`src/rtl/pav_pkg.sv`:
```
package pav_pkg;
  typedef enum logic [1:0] {
    S_IDLE = 2'd0,
    S_SCAN = 2'd1,
    S_DONE = 2'd2
  } scan_state_t;
endpackage

```
`src/rtl/pav_frame_bank.sv`:
```
// Per-frame use flag and aging history.
module pav_frame_bank #(
  parameter int N_FRAMES = 8,
  parameter int HIST_W   = 8,
  localparam int IDX_W   = $clog2(N_FRAMES)
) (
  input  logic                       clk,
  input  logic                       rst_n,
  input  logic                       tick,
  input  logic                       acc_valid,
  input  logic [IDX_W-1:0]           acc_frame,
  output logic [N_FRAMES*HIST_W-1:0] hist_flat,
  output logic [N_FRAMES-1:0]        use_vec
);
  for (genvar g = 0; g < N_FRAMES; g++) begin : g_frame
    logic              hit;
    logic              use_q;
    logic [HIST_W-1:0] hist_q;

    assign hit = acc_valid && (acc_frame == IDX_W'(g));

    always_ff @(posedge clk) begin
      if (!rst_n) begin
        use_q  <= 1'b0;
        hist_q <= '0;
      end else if (tick) begin
        hist_q <= {use_q, hist_q[HIST_W-1:1]};
        use_q  <= hit;             // access during the pulse survives the clear
      end else if (hit) begin
        use_q  <= 1'b1;
      end
    end

    assign hist_flat[g*HIST_W +: HIST_W] = hist_q;
    assign use_vec[g]                    = use_q;
  end
endmodule

```
`src/rtl/pav_scanner.sv`:
```
// Sequential minimum search, one frame per cycle.
module pav_scanner
  import pav_pkg::*;
#(
  parameter int N_FRAMES = 8,
  parameter int HIST_W   = 8,
  localparam int IDX_W   = $clog2(N_FRAMES),
  localparam int KEY_W   = HIST_W + 1
) (
  input  logic                       clk,
  input  logic                       rst_n,
  input  logic [N_FRAMES*HIST_W-1:0] hist_flat,
  input  logic [N_FRAMES-1:0]        frame_dirty,
  input  logic [N_FRAMES-1:0]        frame_lock,
  input  logic                       req_valid,
  output logic                       req_ready,
  output logic                       res_valid,
  input  logic                       res_ready,
  output logic [IDX_W-1:0]           res_frame,
  output logic                       res_dirty,
  output logic                       res_none
);
  scan_state_t       state_q;
  logic [IDX_W-1:0]  idx_q;
  logic              best_ok_q;
  logic [KEY_W-1:0]  best_key_q;
  logic [IDX_W-1:0]  best_idx_q;
  logic              best_dirty_q;

  logic [HIST_W-1:0] cur_hist;
  logic [KEY_W-1:0]  cur_key;
  logic              take;
  logic              nb_ok;
  logic [KEY_W-1:0]  nb_key;
  logic [IDX_W-1:0]  nb_idx;
  logic              nb_dirty;

  // key orders by history first, then clean before dirty; strict less keeps lowest index
  assign cur_hist = hist_flat[int'(idx_q)*HIST_W +: HIST_W];
  assign cur_key  = {cur_hist, frame_dirty[idx_q]};
  assign take     = !frame_lock[idx_q] && (!best_ok_q || (cur_key < best_key_q));

  always_comb begin
    nb_ok    = best_ok_q;
    nb_key   = best_key_q;
    nb_idx   = best_idx_q;
    nb_dirty = best_dirty_q;
    if (take) begin
      nb_ok    = 1'b1;
      nb_key   = cur_key;
      nb_idx   = idx_q;
      nb_dirty = frame_dirty[idx_q];
    end
  end

  always_ff @(posedge clk) begin
    if (!rst_n) begin
      state_q      <= S_IDLE;
      idx_q        <= '0;
      best_ok_q    <= 1'b0;
      best_key_q   <= '0;
      best_idx_q   <= '0;
      best_dirty_q <= 1'b0;
      res_frame    <= '0;
      res_dirty    <= 1'b0;
      res_none     <= 1'b0;
    end else begin
      case (state_q)
        S_IDLE: if (req_valid) begin
          state_q      <= S_SCAN;
          idx_q        <= '0;
          best_ok_q    <= 1'b0;
          best_key_q   <= '0;
          best_idx_q   <= '0;
          best_dirty_q <= 1'b0;
        end
        S_SCAN: begin
          best_ok_q    <= nb_ok;
          best_key_q   <= nb_key;
          best_idx_q   <= nb_idx;
          best_dirty_q <= nb_dirty;
          idx_q        <= idx_q + IDX_W'(1);
          if (idx_q == IDX_W'(N_FRAMES - 1)) begin
            state_q   <= S_DONE;
            res_frame <= nb_idx;
            res_dirty <= nb_dirty;
            res_none  <= !nb_ok;
          end
        end
        S_DONE: if (res_ready) state_q <= S_IDLE;
        default: state_q <= S_IDLE;
      endcase
    end
  end

  assign req_ready = (state_q == S_IDLE);
  assign res_valid = (state_q == S_DONE);
endmodule

```
`src/rtl/page_age_victim.sv`:
```
module page_age_victim #(
  parameter int N_FRAMES = 8,
  parameter int HIST_W   = 8,
  localparam int IDX_W   = $clog2(N_FRAMES)
) (
  input  logic                clk,
  input  logic                rst_n,
  input  logic                tick,
  input  logic                acc_valid,
  input  logic [IDX_W-1:0]    acc_frame,
  input  logic [N_FRAMES-1:0] frame_dirty,
  input  logic [N_FRAMES-1:0] frame_lock,
  input  logic                req_valid,
  output logic                req_ready,
  output logic                res_valid,
  input  logic                res_ready,
  output logic [IDX_W-1:0]    res_frame,
  output logic                res_dirty,
  output logic                res_none
);
  logic [N_FRAMES*HIST_W-1:0] hist_flat;
  logic [N_FRAMES-1:0]        use_vec;

  pav_frame_bank #(.N_FRAMES(N_FRAMES), .HIST_W(HIST_W)) u_bank (
    .clk       (clk),
    .rst_n     (rst_n),
    .tick      (tick),
    .acc_valid (acc_valid),
    .acc_frame (acc_frame),
    .hist_flat (hist_flat),
    .use_vec   (use_vec)
  );

  pav_scanner #(.N_FRAMES(N_FRAMES), .HIST_W(HIST_W)) u_scan (
    .clk         (clk),
    .rst_n       (rst_n),
    .hist_flat   (hist_flat),
    .frame_dirty (frame_dirty),
    .frame_lock  (frame_lock),
    .req_valid   (req_valid),
    .req_ready   (req_ready),
    .res_valid   (res_valid),
    .res_ready   (res_ready),
    .res_frame   (res_frame),
    .res_dirty   (res_dirty),
    .res_none    (res_none)
  );
endmodule

```
`config.mk`:
```
export PLATFORM = sky130hd
export DESIGN_NAME = page_age_victim
export DESIGN_NICKNAME = d
export VERILOG_FILES = /design/src/rtl/pav_pkg.sv /design/src/rtl/pav_frame_bank.sv /design/src/rtl/pav_scanner.sv /design/src/rtl/page_age_victim.sv
export SDC_FILE = /design/constraint.sdc
export NUM_CORES = 1
export LEC_CHECK = 0
export ABC_AREA = 0
export CAP_MARGIN = 15
export CORE_UTILIZATION = 25
export CTS_CLUSTER_DIAMETER = 100
export CTS_CLUSTER_SIZE = 16
export DETAILED_ROUTE_END_ITERATION = 10
export GPL_TIMING_DRIVEN = 0
export PLACE_DENSITY_LB_ADDON = 0.05
export SLEW_MARGIN = 20
export SYNTH_ARGS = -nofsm -noshare
export SYNTH_HDL_FRONTEND = slang
export SYNTH_SLANG_ARGS = --single-unit
```
`constraint.sdc`:
```
create_clock -name clk -period 3.6 [get_ports clk]
set_input_delay 0.72 -clock clk [delete_from_list [all_inputs] [get_ports clk]]
set_output_delay 0.72 -clock clk [all_outputs]
set_load 0.02 [all_outputs]
```
* Word-level counts from Yosys, hierarchy flattened
Index checks and enable logic that the tools add are counted.
Operators by class: eq/ne operators 14, $add $sub $neg 1, reduce and logical (&&, ||, !) cells 28, order comparisons 2, multiplexer cells 36, shift-type cells 1
Operator list (count):
- $shiftx 64x7->8 | 1
- $mux 1 | 21
- $mux 9 | 2
- $pmux 9 s2 | 1
- $reduce_bool 2->1 | 9
- $eq 3x3->1 const B | 5
- $pmux 3 s2 | 2
- $logic_and 1x1->1 | 9
- $lt 9x9->1 | 1
- $bmux 1 s3 | 2
- $eq 3x2->1 const B | 2
- $mux 2 | 3
- $mux 3 | 2
- $ne 2x1->1 const B | 3
- $pmux 2 s3 | 1
- $reduce_and 3->1 | 2
- $lt 3x4->1 const B | 1
- $pmux 1 s2 | 2
- $reduce_and 2->1 | 2
- $add 3x1->3 const B | 1
- $eq 3x1->1 const B | 1
- $logic_not 1->1 | 3
- $logic_not 3->1 | 1
- $eq 2x1->1 const B | 1
- 4 further kinds | 4
Storage, ports and cells: word-level logic and storage cells 107, flip-flop bits (word level) 96, output and inout bits 7, input bits 25

* Longest topological paths before layout
depth after elaboration 7, gate-level depth with buffers 14

* By module
Synthesis repeated with hierarchy kept, for this count alone.
Second synthesis, totals: cells, all modules 449, area total of the unflattened synthesis 4853.4 sq um
Modules (own cells, without submodules):
- pav_frame_bank | cells each 248, sequential area each 1441.4 sq um, instances 1, area an instance 2876.5 sq um
- pav_scanner | cells each 201, sequential area each 480.5 sq um, instances 1, area an instance 1976.9 sq um

* Least setup slack after synthesis
Ideal clock, no wire load.
path type reg-to-reg, start register u_scan.idx_q[0], end register u_scan.res_frame[0], slack 97 ps, cell stages (with the launch flop) 15, path buffers 4, setup time 127 ps, data arrival time 3376 ps, required time 3473 ps, period minus slack after synthesis 3503 ps, path through dfxtp_1 buf_2 buf_2 buf_2 mux4_2 nand2_1 nand2_1 ha_1 a21oi_1 o21ai_0 a2111oi_4 o31ai_1 buf_2 nor4_1 a211oi_1
Between the ends: longest elaborated chain between the ends 6, elaborated cells on any way between the ends 12, classes of those cells 1 x order compare; 1 x eq/ne; 1 x shift; 5 x mux; 4 x reduce/logical
RTL lines:
- start: declaration | line pav_scanner.sv:24 | logic [IDX_W-1:0] idx_q;
- start signal: assignment | line pav_scanner.sv:82 | idx_q <= idx_q + IDX_W'(1);
- branches (longest 6 deep; another with $lt 9x9->1)
- end signal: assignment | line pav_scanner.sv:85 | res_frame <= nb_idx;
- end: declaration | line pav_scanner.sv:19 | output logic [IDX_W-1:0] res_frame,
Several ways; the timed one is not identified. The select of a mux whose other input is x is not followed. A chain may end at the register's enable or synchronous reset.

* Worst setup path in the final report
start register u_scan.idx_q[1], end register u_scan.best_dirty_q
Between the ends: longest elaborated chain between the ends 7, elaborated cells on any way between the ends 11, classes of those cells 1 x order compare; 1 x shift; 6 x mux; 3 x reduce/logical
RTL lines:
- branches (longest 5 deep; another with $lt 9x9->1)
- $mux 1 (*) | line pav_scanner.sv:48 | if (take) begin
- $pmux 1 s2 (*) | line pav_scanner.sv:68 | case (state_q)
- end signal: assignment | line pav_scanner.sv:81 | best_dirty_q <= nb_dirty;
- end: declaration | line pav_scanner.sv:28 | logic best_dirty_q;
Mark *: on every way between the ends. The select of a mux whose other input is x is not followed.

==> results.toml <==
[run_status]
status = "finished, final reports clean"

[synth]
synth_fp_nets = 513
synthesis.area_um2 = 4583
synth_top_flop_cell = "dfxtp_1"
avgSynthCellArea_um2 = 9.588
ys_ff_latch = 96
yosysTopAreaCell = "dfxtp_1"
yosysSeqAreaShare_pct = 41.93
synthCells = 478
async_flop_share_pct = 0
synth_cell_types = 44
yosysWarnings = 0
synth_top_cells_by_area = "dfxtp_1 42%, mux2i_1 15%, mux4_2 9.3%"
synth_edf_count = 0
synthDominantCellAreaShare_pct = 41.93

[clock_tree]
cts_inserted_buffers = 9
cts_root_buffer = "clkbuf_16"
ctsHoldBuffers = 0
clk_pin_slew_worst_paths_ns = 0.07
cts_tree = "yes"
clk_path_buf_depth = 2
cts_sinks = 96
htree_levels = 3
clock_latency_ns = 0.35

[sta]
setup_slack_ns = 0.2505
finalCritPeriodShare_pct = 93.04
rsz0062_at_grt = "false"
period_needed_ns = 3.349
hold_viol = 0
fmax_mhz = 298.6
tns_ns = 0
finalSetupViolCount = 0
finalMaxSlewViolations = 0
skew_ns = 0.009231
worst-slew-pin-transition_ns = 0.9157
maxSlewHeadroom_pct = 38.95

[floorplan]
die_area_um2 = 18880
start_util_pct = 25.51
chipWidth_um = 137.4
rows = 49
ios = 32
dieHeight_um = 137.4
fp.coreArea_um2 = 17960

[critical_path]
crit_required_ns = 3.87
start_kind = "flop"
crit_path_end_kind = "flop"
path_class = "flop to flop"
arrival_ns = 3.62
worstPathMaxFanout = 16

[place]
portBuffers = 30
place_ws_ns = -0.7420
place_congestion = 0.7792
dp.final_hpwl_um = 9082

[global_route]
grt_max_degree = 17
grt-ovfl-total = 0
grt_pass1_vias = 3505
grt_usage_pct = 14.31
antenna_found_initial = 0
grt_pass1_wl_um = 19820

[worst_hold_path]
min_path_type = "flop to flop"

[final_layout]
multi_input_area_um2 = 2456
drive_above_1_share_pct = 10.29
antenna_cells = 0
nets = 555
final_common_cell = "dfxtp_1"
mostFrequentLayoutCells = "96 x dfxtp_1, 73 x nor2_1, 69 x mux2i_1"
ff_latch_area_um2 = 1922
syn_to_final_growth_pct = 21.08
n_fill_cell = 1888

[drt]
wl_per_cell_um = 16.40
drc = 0
routed_via_density = 4.670
num_vias = 3521
drt_iter0_drc = 118
ant_nets = 0
drtPass1Iterations = 4
wirelength_um = 12370

[pwr]
cellLeakagePower_nw = 2.106
irDropWorstVdd_uv = 229.2
power.density_nw_per_um2 = 422.8

[flow_run]
max_cap_violations = 0
routing by layer:
| layer | up-vias | share of wire, % | track usage [%] |
|---|---|---|---|
| li1 | 1747 | - | - |
| met1 | 1716 | 48 | 18.64 |
| met2 | 43 | 47 | 23.20 |
| met3 | 15 | 2.5 | 1.840 |
| met4 | 0 | 2.3 | 7.021 |
| met5 | - | 0 | 0 |
cell usage after synthesis, drive strengths merged (2+ instances only):
cell type / n
and2: 7
nor4: 3
o31ai: 3
mux4: 19
nand2: 44
buf: 18
o22ai: 3
nor3: 6
nor3b: 3
nand3: 15
o2111a: 2
ha: 10
a31oi: 3
nor2: 73
or2: 3
inv: 20
nand4: 2
dfxtp: 96
nand2b: 8
a21oi: 11
clkbuf: 13
nor2b: 15
mux2i: 70
a22oi: 2
o211ai: 2
a211oi: 3
o21ai: 14
state kept, by name, summed over array words and instances (netlist names):
register,flops
u_bank.g_frame.hist_q,64
u_bank.g_frame.use_q,8
u_scan.best_dirty_q,1
u_scan.best_idx_q,3
u_scan.best_key_q,9
u_scan.best_ok_q,1
u_scan.idx_q,3
u_scan.res_dirty,1
u_scan.res_frame,3
u_scan.res_none,1
u_scan.state_q,2
where the power goes:
group          internal (mW)  switching (mW)
clock network          0.618           0.431
registers               1.07         0.00762
logic                 0.0978           0.123
total                   1.79           0.561
worst paths after layout:
check | start | slack (ns) | end | cells after the start
worst max register to register | u_scan.idx_q[1]$_SDFFE_PN0P_ | 0.25 | u_scan.best_dirty_q$_SDFFE_PN0P_ | 14
worst max-delay path | u_scan.idx_q[1]$_SDFFE_PN0P_ | 0.25 | u_scan.best_dirty_q$_SDFFE_PN0P_ | 14
worst min-delay path | u_scan.best_key_q[3]$_SDFFE_PN0P_ | 0.46 | u_scan.best_key_q[3]$_SDFFE_PN0P_ | 2
worst min register to register | u_scan.best_key_q[3]$_SDFFE_PN0P_ | 0.46 | u_scan.best_key_q[3]$_SDFFE_PN0P_ | 2
what timing repair did:
action | 4_1_cts | 5_1_grt
pin swaps | 1 | 2
endpoints found under the setup margin | 17 | 17
setup buffers | 1 | 2
gates resized for setup | 10 | 4
gates cloned | 0 | 0
kinds of logic after synthesis:
kind of cell             count (synthesis)  share of synthesized area, %
AO/OA/AOI/OAI                           51                         7.863
AND/OR/NAND/NOR                        180                         17.77
multiplexers                            89                         24.90
flip-flops                              96                         41.93
buffers and inverters                   52                         4.805
adder cells (fa/ha/maj)                 10                         2.730
critical path, cell delays in order, from the launching register on:
cell and delay [ns]:
dfxtp_1 0.33, buf_4 0.27, buf_2 0.32, mux4_2 0.35
nand2_1 0.11, nand2_1 0.12, ha_1 0.34, nand4_1 0.15
inv_1 0.09, a2111oi_4 0.40, buf_4 0.19, o211ai_4 0.08
buf_6 0.16, or2_0 0.20, a31oi_1 0.13
layout make-up:
class | instances | area share, %
clock buffer | 13 | 5.051
tap | 229 | 5.163
inverter | 21 | 1.421
timing repair buffer | 33 | 5.817
clock inverter | 3 | 0.8343
sequential | 96 | 34.63
multi-input combinational | 330 | 44.26
buffer | 29 | 2.818
stage by stage:
step	util (%)	hold WS (ns)	cells	instance area [µm²]	total power [mW]
finish	30.89	0.4571	754	5549	2.346
global route	30.89	0.4811	754	5549	2.461
floorplan	-	0.4368	478	4583	1.238
CTS	30.81	0.4587	753	5535	2.391
global placement	28.78	0.4450	737	5170	1.320
detailed placement	28.78	0.4488	737	5170	1.319
Note: power is estimated with default switching activity, not from simulation.
